**config.mk**
```make
export PLATFORM = sky130hd
export DESIGN_NAME = txcell_irq_reg
export DESIGN_NICKNAME = d
export VERILOG_FILES = /design/src/rtl/txcell_irq_pkg.sv /design/src/rtl/txcell_bus_decode.sv /design/src/rtl/txcell_ctrl_bits.sv /design/src/rtl/txcell_sticky.sv /design/src/rtl/txcell_irq_reg.sv
export SDC_FILE = /design/constraint.sdc
export NUM_CORES = 1
export LEC_CHECK = 0
export ABC_AREA = 1
export ABC_CLOCK_PERIOD_IN_PS = 1400
export BUFFER_PORTS_ARGS = -buffer_cell sky130_fd_sc_hd__buf_2
export CORE_AREA = 8 8 45 47
export CTS_BUF_LIST = sky130_fd_sc_hd__clkbuf_2
export CTS_CLUSTER_SIZE = 20
export DETAILED_ROUTE_END_ITERATION = 8
export DIE_AREA = 0 0 53 55
export GPL_ROUTABILITY_DRIVEN = 0
export GPL_TIMING_DRIVEN = 0
export PLACE_DENSITY_LB_ADDON = 0.1
export RECOVER_POWER = 25
export SLEW_MARGIN = 20
export SYNTH_ARGS = -nofsm -noshare
export SYNTH_HDL_FRONTEND = slang
export SYNTH_HIERARCHICAL = 1
export SYNTH_SLANG_ARGS = --single-unit
```
**constraint.sdc**
```tcl
create_clock -name clk -period 1.4 [get_ports clk]
set_input_delay 0.28 -clock clk [delete_from_list [all_inputs] [get_ports clk]]
set_output_delay 0.28 -clock clk [all_outputs]
set_load 0.05 [all_outputs]
```
**src/rtl/txcell_irq_pkg.sv**
```systemverilog
package txcell_irq_pkg;
  localparam int NSRC     = 3;
  localparam int DW       = 8;
  localparam int BIT_FRST = 7;
  localparam int BIT_DISC = 6;
  localparam int EN_LSB   = 3;
  localparam int STS_LSB  = 0;

  function automatic logic any_pending(input logic [NSRC-1:0] sts,
                                       input logic [NSRC-1:0] en);
    return |(sts & en);
  endfunction

  function automatic logic cmd_rises(input logic old_v, input logic new_v);
    return !old_v && new_v;
  endfunction

  function automatic logic [DW-1:0] pack_reg(input logic frst, input logic disc,
                                             input logic [NSRC-1:0] en,
                                             input logic [NSRC-1:0] sts);
    return {frst, disc, en, sts};
  endfunction
endpackage

```
**src/rtl/txcell_bus_decode.sv**
```systemverilog
module txcell_bus_decode #(
  parameter int ADDR_W = 8,
  parameter logic [ADDR_W-1:0] REG_ADDR = 8'h6E
) (
  input  logic [ADDR_W-1:0] bus_addr,
  input  logic              bus_rd,
  input  logic              bus_wr,
  output logic              rd_hit,
  output logic              wr_hit
);
  logic addr_match;

  always_comb begin
    addr_match = (bus_addr == REG_ADDR);
    rd_hit     = bus_rd && addr_match;
    wr_hit     = bus_wr && addr_match;
  end
endmodule

```
**src/rtl/txcell_ctrl_bits.sv**
```systemverilog
module txcell_ctrl_bits
  import txcell_irq_pkg::*;
(
  input  logic            clk,
  input  logic            rst_n,
  input  logic            cell_mode,
  input  logic            wr_hit,
  input  logic [DW-1:0]   wdata,
  output logic            frst_q,
  output logic            disc_q,
  output logic [NSRC-1:0] en_q,
  output logic            frst_pulse
);
  logic frst_rise;

  always_comb
    frst_rise = wr_hit && cell_mode && cmd_rises(frst_q, wdata[BIT_FRST]);

  always_ff @(posedge clk) begin
    if (!rst_n) begin
      frst_q     <= 1'b0;
      disc_q     <= 1'b0;
      en_q       <= '0;
      frst_pulse <= 1'b0;
    end else begin
      frst_pulse <= frst_rise;
      if (wr_hit) begin
        frst_q <= wdata[BIT_FRST];
        disc_q <= wdata[BIT_DISC];
        en_q   <= wdata[EN_LSB +: NSRC];
      end
    end
  end

  // a reset pulse only comes with a stored 0-to-1 change of the command bit
  assert_pulse_needs_rise_R2: assert property (@(posedge clk) disable iff (!rst_n)
    frst_pulse |-> $rose(frst_q));
  // the pulse lasts one cycle
  assert_pulse_single_R2: assert property (@(posedge clk) disable iff (!rst_n)
    frst_pulse |=> !frst_pulse);
  // no pulse unless the write happened in cell mode
  assert_pulse_mode_R9: assert property (@(posedge clk) disable iff (!rst_n)
    frst_pulse |-> $past(cell_mode));
endmodule

```
**src/rtl/txcell_sticky.sv**
```systemverilog
module txcell_sticky
  import txcell_irq_pkg::*;
(
  input  logic            clk,
  input  logic            rst_n,
  input  logic            cell_mode,
  input  logic            clr,
  input  logic [NSRC-1:0] ev,
  output logic [NSRC-1:0] sts_q
);
  for (genvar i = 0; i < NSRC; i++) begin : g_src
    logic set_i;
    always_comb set_i = ev[i] && cell_mode;

    always_ff @(posedge clk) begin
      if (!rst_n)     sts_q[i] <= 1'b0;
      else if (set_i) sts_q[i] <= 1'b1;
      else if (clr)   sts_q[i] <= 1'b0;
    end

    // an event in cell mode always leaves its flag set, even under a read
    assert_event_sets_R8: assert property (@(posedge clk) disable iff (!rst_n)
      (ev[i] && cell_mode) |=> sts_q[i]);
    // a read without a new event clears the flag
    assert_read_clears_R5: assert property (@(posedge clk) disable iff (!rst_n)
      (clr && !ev[i]) |=> !sts_q[i]);
    // outside cell mode a clear flag stays clear
    assert_mode_blocks_R9: assert property (@(posedge clk) disable iff (!rst_n)
      (!cell_mode && !sts_q[i]) |=> !sts_q[i]);
  end
endmodule

```
**src/rtl/txcell_irq_reg.sv**
```systemverilog
module txcell_irq_reg
  import txcell_irq_pkg::*;
#(
  parameter int ADDR_W = 8,
  parameter logic [ADDR_W-1:0] REG_ADDR = 8'h6E
) (
  input  logic              clk,
  input  logic              rst_n,
  input  logic              cell_mode,
  input  logic [ADDR_W-1:0] bus_addr,
  input  logic              bus_rd,
  input  logic              bus_wr,
  input  logic [DW-1:0]     bus_wdata,
  output logic [DW-1:0]     bus_rdata,
  input  logic              ev_parity,
  input  logic              ev_overrun,
  input  logic              ev_runt,
  output logic              fifo_rst_pulse,
  output logic              discard_on_perr,
  output logic              irq
);
  logic            rd_hit;
  logic            wr_hit;
  logic            frst_q;
  logic            disc_q;
  logic [NSRC-1:0] en_q;
  logic [NSRC-1:0] sts_q;
  logic [NSRC-1:0] ev_vec;

  always_comb ev_vec = {ev_parity, ev_overrun, ev_runt};

  txcell_bus_decode #(.ADDR_W(ADDR_W), .REG_ADDR(REG_ADDR)) u_dec (
    .bus_addr (bus_addr),
    .bus_rd   (bus_rd),
    .bus_wr   (bus_wr),
    .rd_hit   (rd_hit),
    .wr_hit   (wr_hit)
  );

  txcell_ctrl_bits u_ctrl (
    .clk        (clk),
    .rst_n      (rst_n),
    .cell_mode  (cell_mode),
    .wr_hit     (wr_hit),
    .wdata      (bus_wdata),
    .frst_q     (frst_q),
    .disc_q     (disc_q),
    .en_q       (en_q),
    .frst_pulse (fifo_rst_pulse)
  );

  txcell_sticky u_sts (
    .clk       (clk),
    .rst_n     (rst_n),
    .cell_mode (cell_mode),
    .clr       (rd_hit),
    .ev        (ev_vec),
    .sts_q     (sts_q)
  );

  always_comb begin
    bus_rdata       = rd_hit ? pack_reg(frst_q, disc_q, en_q, sts_q) : '0;
    discard_on_perr = cell_mode && disc_q;
    irq             = cell_mode && any_pending(sts_q, en_q);
  end

  // foreign reads return zero
  assert_foreign_quiet_R10: assert property (@(posedge clk) disable iff (!rst_n)
    (bus_rd && bus_addr != REG_ADDR) |-> bus_rdata == '0);
  // the request holds until the register is accessed or the mode drops
  assert_irq_holds_R7: assert property (@(posedge clk) disable iff (!rst_n)
    (irq && !bus_rd && !bus_wr) |=> (irq || !cell_mode));
endmodule

```
Word-level counts from Yosys, hierarchy flattened:

Index checks and enable logic that the tools add are counted.

* muxes and demuxes: 5
* reductions and logical operators: 15
* bitwise gates (word level): 1
* equality and inequality tests: 1

Operators by type and width (number)
* $logic_and A1 B1 Y1: 10
* $eq A8 B7 Y1 const B: 1
* $mux W8: 1
* $reduce_bool A2 Y1: 3
* $mux W1: 4
* $and A3 B3 Y3: 1
* $reduce_or A3 Y1: 1
* $logic_not A1 Y1: 1

* word-level logic and storage cells: 29
* flip-flop bits (word level): 9
* output and inout bits: 11
* input port bits: 24

Depth between registers and ports, before layout:

* depth after elaboration: 4
* mapped depth: 8
* mapped depth without buffers: 8

Cells and area by module:

The synthesis kept the hierarchy.

Modules (own cells, without submodules)
* txcell_ctrl_bits: area each 207.7 um^2, cells an instance 25, seq. area each 120.1 um^2, times used 1
* txcell_sticky: area each 105.1 um^2, cells an instance 14, seq. area each 60.1 um^2, times used 1
* txcell_irq_reg: area each 96.3 um^2, cells an instance 25, seq. area each 0.0 um^2, times used 1
* txcell_bus_decode: area each 52.6 um^2, cells an instance 14, seq. area each 0.0 um^2, times used 1

Least setup slack after synthesis:

OpenSTA, ideal clock, no wires.

* path type: input port to output port
* start point: in bus_addr[0]
* end point: out bus_rdata[0]
* cell stages on the path: 8
* slack: -0.005 ns
* arrival: 1.125 ns
* required time: 1.120 ns
* buffers on the path: 1
* cells stage by stage: inv_1 -> nand2_1 -> nor2_1 -> nand2_1 -> nor2_1 -> buf_2 -> nand2_1 -> inv_1

* cells in the longest elaborated chain, start to end: 3

RTL lines
* start: declaration: line txcell_irq_reg.sv:10 `input logic [ADDR_W-1:0] bus_addr,`
* $eq A8 B7 Y1: line txcell_bus_decode.sv:14 `addr_match = (bus_addr == REG_ADDR);`
* $logic_and A1 B1 Y1: line txcell_bus_decode.sv:15 `rd_hit = bus_rd && addr_match;`
* via rd_hit: line txcell_irq_reg.sv:22 `logic rd_hit;`
* $mux W8: line txcell_irq_reg.sv:62 `bus_rdata = rd_hit ? pack_reg(frst_q, disc_q, en_q, sts_q) : '0;`
* end: declaration: line txcell_irq_reg.sv:14 `output logic [DW-1:0] bus_rdata,`

The timed path passes the listed nets, and every way through them passes these cells.

Final worst setup path:

* start point: in bus_addr[7]
* end point: out bus_rdata[5]

Same word-level chain as after synthesis.

==> flow_summary.json <==
{
  "synth_most_common_cell": "nand2_1",
  "clock-root-buffer": "clkbuf_2",
  "required_ps": 1120,
  "synthFlopType": "dfxtp_1",
  "drt-total-wl_mm": 1.37,
  "drive_gt1_share_pct": 61.0,
  "synth_cell_types": 12,
  "synth.ff_latch_count": 9,
  "io-pin-count": 35,
  "cts_hold_buf": 0,
  "synth_common_cells": "nand2_1, inv_1, nor2_1, dfxtp_1, o21ai_0",
  "initial_utilization_pct": 33.4,
  "synth_area_leaders": "dfxtp_1, nand2_1, inv_1",
  "crit_path_start_kind": "input port",
  "first_global_vias": 539,
  "worst_slack_ps": -97.4,
  "syn_inst": 78,
  "avgSynthCellArea_um2": 5.92,
  "hold_depth": 3,
  "final-setup-viol-count": 8,
  "core_area_um2": 1380,
  "r2r_slack_ps": 720,
  "reg2reg_from": "u_ctrl/disc_q$_SDFFE_PN0P_",
  "wire_per_inst_um": 10.2,
  "placed_cell_area_um2": 667,
  "num_vias": 578,
  "yosysSeqAreaShare_pct": 39.0,
  "wl_met3_um": 91,
  "layout.nets": 143,
  "slew_headroom_pct": 69.2,
  "synth_top_area_share_pct": 39.0,
  "synth_fp_nets": 102,
  "htree_levels": 1,
  "synthArstFlopShare_pct": 0,
  "cp.arrival_ps": 1220,
  "die-area_um2": 2920,
  "status": "finished, violations left",
  "clock_sinks": 9,
  "worstSetupPathType": "input port to primary output",
  "drcViolationCount": 0,
  "wirelength_met1_um": 539,
  "cts_tree": "done",
  "diodes": 0,
  "highest_layer": "met4",
  "clock_latency_ps": 240,
  "drtAntennaViolNets": 0,
  "finalInstanceArea_um2": 920,
  "post-route-min-period_ps": 1500,
  "violations": "setup timing",
  "cts_buffer_depth": 2,
  "r2r_cells": 2,
  "worst_pin_slew_ps": 461,
  "io_buffers": 31,
  "hold_class": "input port to flip-flop",
  "min_to": "u_ctrl/en_q[2]$_SDFFE_PN0P_",
  "grt_max_degree": 9,
  "fin_skew_ps": 0.0474,
  "drtIter0Drc": 7,
  "detailed_place_hpwl_mm": 1.04,
  "syn_to_final_growth_pct": 99.2,
  "drv_slew": 0,
  "die_h_um": 55,
  "utilization_pct": 66.5,
  "path_clk_slew_ps": 80,
  "peakVddDrop_mv": 0.274,
  "rows": 14,
  "cp-end-kind": "primary output",
  "synth_edf_count": 0,
  "gr-total-overflow": 0,
  "cellLeakagePower_uw": 0.000543,
  "yosysWarnings": 6,
  "netlist_area_um2": 462,
  "dr_wl_met2_um": 715,
  "first_pass_iters": 4,
  "min_from": "bus_wdata[5]",
  "timing.fmax_ghz": 0.668,
  "cts_made_buffers": 3,
  "grt_pass1_wl_mm": 2.10,
  "power_density_nw_per_um2": 533,
  "detail_route.vias_per_cell": 4.31,
  "fillCellCount": 127,
  "hold_violations": 0,
  "grt_usage_pct": 9.53,
  "r2r_end": "u_ctrl/disc_q$_SDFFE_PN0P_",
  "period_share_pct": 107,
  "critPathMaxFanout": 8,
  "yosysTopAreaCell": "dfxtp_1",
  "die_w_um": 53,
  "antenna_found_initial": 0,
  "drv_cap": 0,
  "rsz0062_at_grt": "yes"
}
[sequential cells by signal, indices dropped and copies added, names as in the netlist]
signal	flops
u_ctrl/frst_q	1
u_sts/sts_q	3
u_ctrl/disc_q	1
u_ctrl/frst_pulse	1
u_ctrl/en_q	3
[routing by layer]
layer  vias up  global-route usage, %
li1        307                      -
met1       247                   10.3
met2        22                   16.8
met3         2                   2.41
met4         0                   5.17
met5         -                      0
[repair_timing]
action / in CTS / in global routing
pin swaps: 3 / 6
resized for setup: 41 / 21
cloned: 0 / 0
setup buffers: 5 / 0
endpoints found under the setup margin: 8 / 9
hold endpoints to repair: 0 / 0
[placed cells by master, fill, tap and decap left out]
master and count:
nor2_1 11, clkinvlp_4 8, dfxtp_4 2, buf_8 9, inv_2 4, nand3b_1 1
nand2_4 8, buf_6 4, a21oi_2 1, clkbuf_2 4, nand2_2 2, buf_4 5
nand3_1 1, dfxtp_1 3, buf_2 19, nor2_2 2, dfxtp_2 4, a21oi_1 3
nand2_1 16, o21ai_0 4, inv_1 7
[power breakdown]
group | internal [uW] | total, uW | switching, uW
logic | 34.1 | 58.8 | 24.7
registers | 260 | 268 | 7.95
clock network | 75.9 | 163 | 87.5
[worst max-delay path by stage]
stage              endpoint  cells past startpoint         from  slack [ps]
2_1_floorplan  bus_rdata[0]                      8  bus_addr[0]          70
3_3_place_gp   bus_rdata[5]                     10  bus_addr[0]        -250
3_5_place_dp   bus_rdata[5]                     10  bus_addr[0]        -270
4_1_cts        bus_rdata[5]                     10  bus_addr[4]        -110
5_1_grt        bus_rdata[7]                     10  bus_addr[7]        -200
6_report       bus_rdata[5]                     10  bus_addr[7]        -100
[per-stage QoR]
step                power (uW)  TNS, ps  setup WS [ps]  hold WS [ps]  std cells
finish                     491     -725          -97.4           255        134
global placement           321    -1940           -253           465        125
floorplan                  288        0           72.0           402         78
CTS                        497     -767           -106           238        134
global route               521    -1540           -202           252        134
detailed placement         323    -2130           -273           472        125
[final cells by class]
cell class                      instances  area [um^2]  share of cell area [%]
Timing Repair Buffer                   36          298                    32.4
Multi-Input combinational cell         49          273                    29.7
Sequential cell                         9          193                    21.0
Inverter                               19          101                    11.0
Clock buffer                            4         20.0                    2.18
Tap cell                               16         20.0                    2.18
Buffer                                  1         15.0                    1.63
[logic make-up (layout without fill, tap and decap cells)]
family / count (synthesis) / after routing / synth area share, %
and+or+nand+nor: 41 / 41 / 35.0
buffers and inverters: 20 / 60 / 16.5
DFF: 9 / 9 / 39.0
AOI/OAI and AO/OA: 8 / 8 / 9.48
[critical path, cell delays in order]
cell and delay (ps):
buf_6 90, inv_2 40, nand2_2 40, nor2_2 80
nand2_1 80, nor2_2 130, buf_8 190, nand2_4 70
clkinvlp_4 70, buf_8 130
No activity file was read; power rests on OpenSTA's default activity.
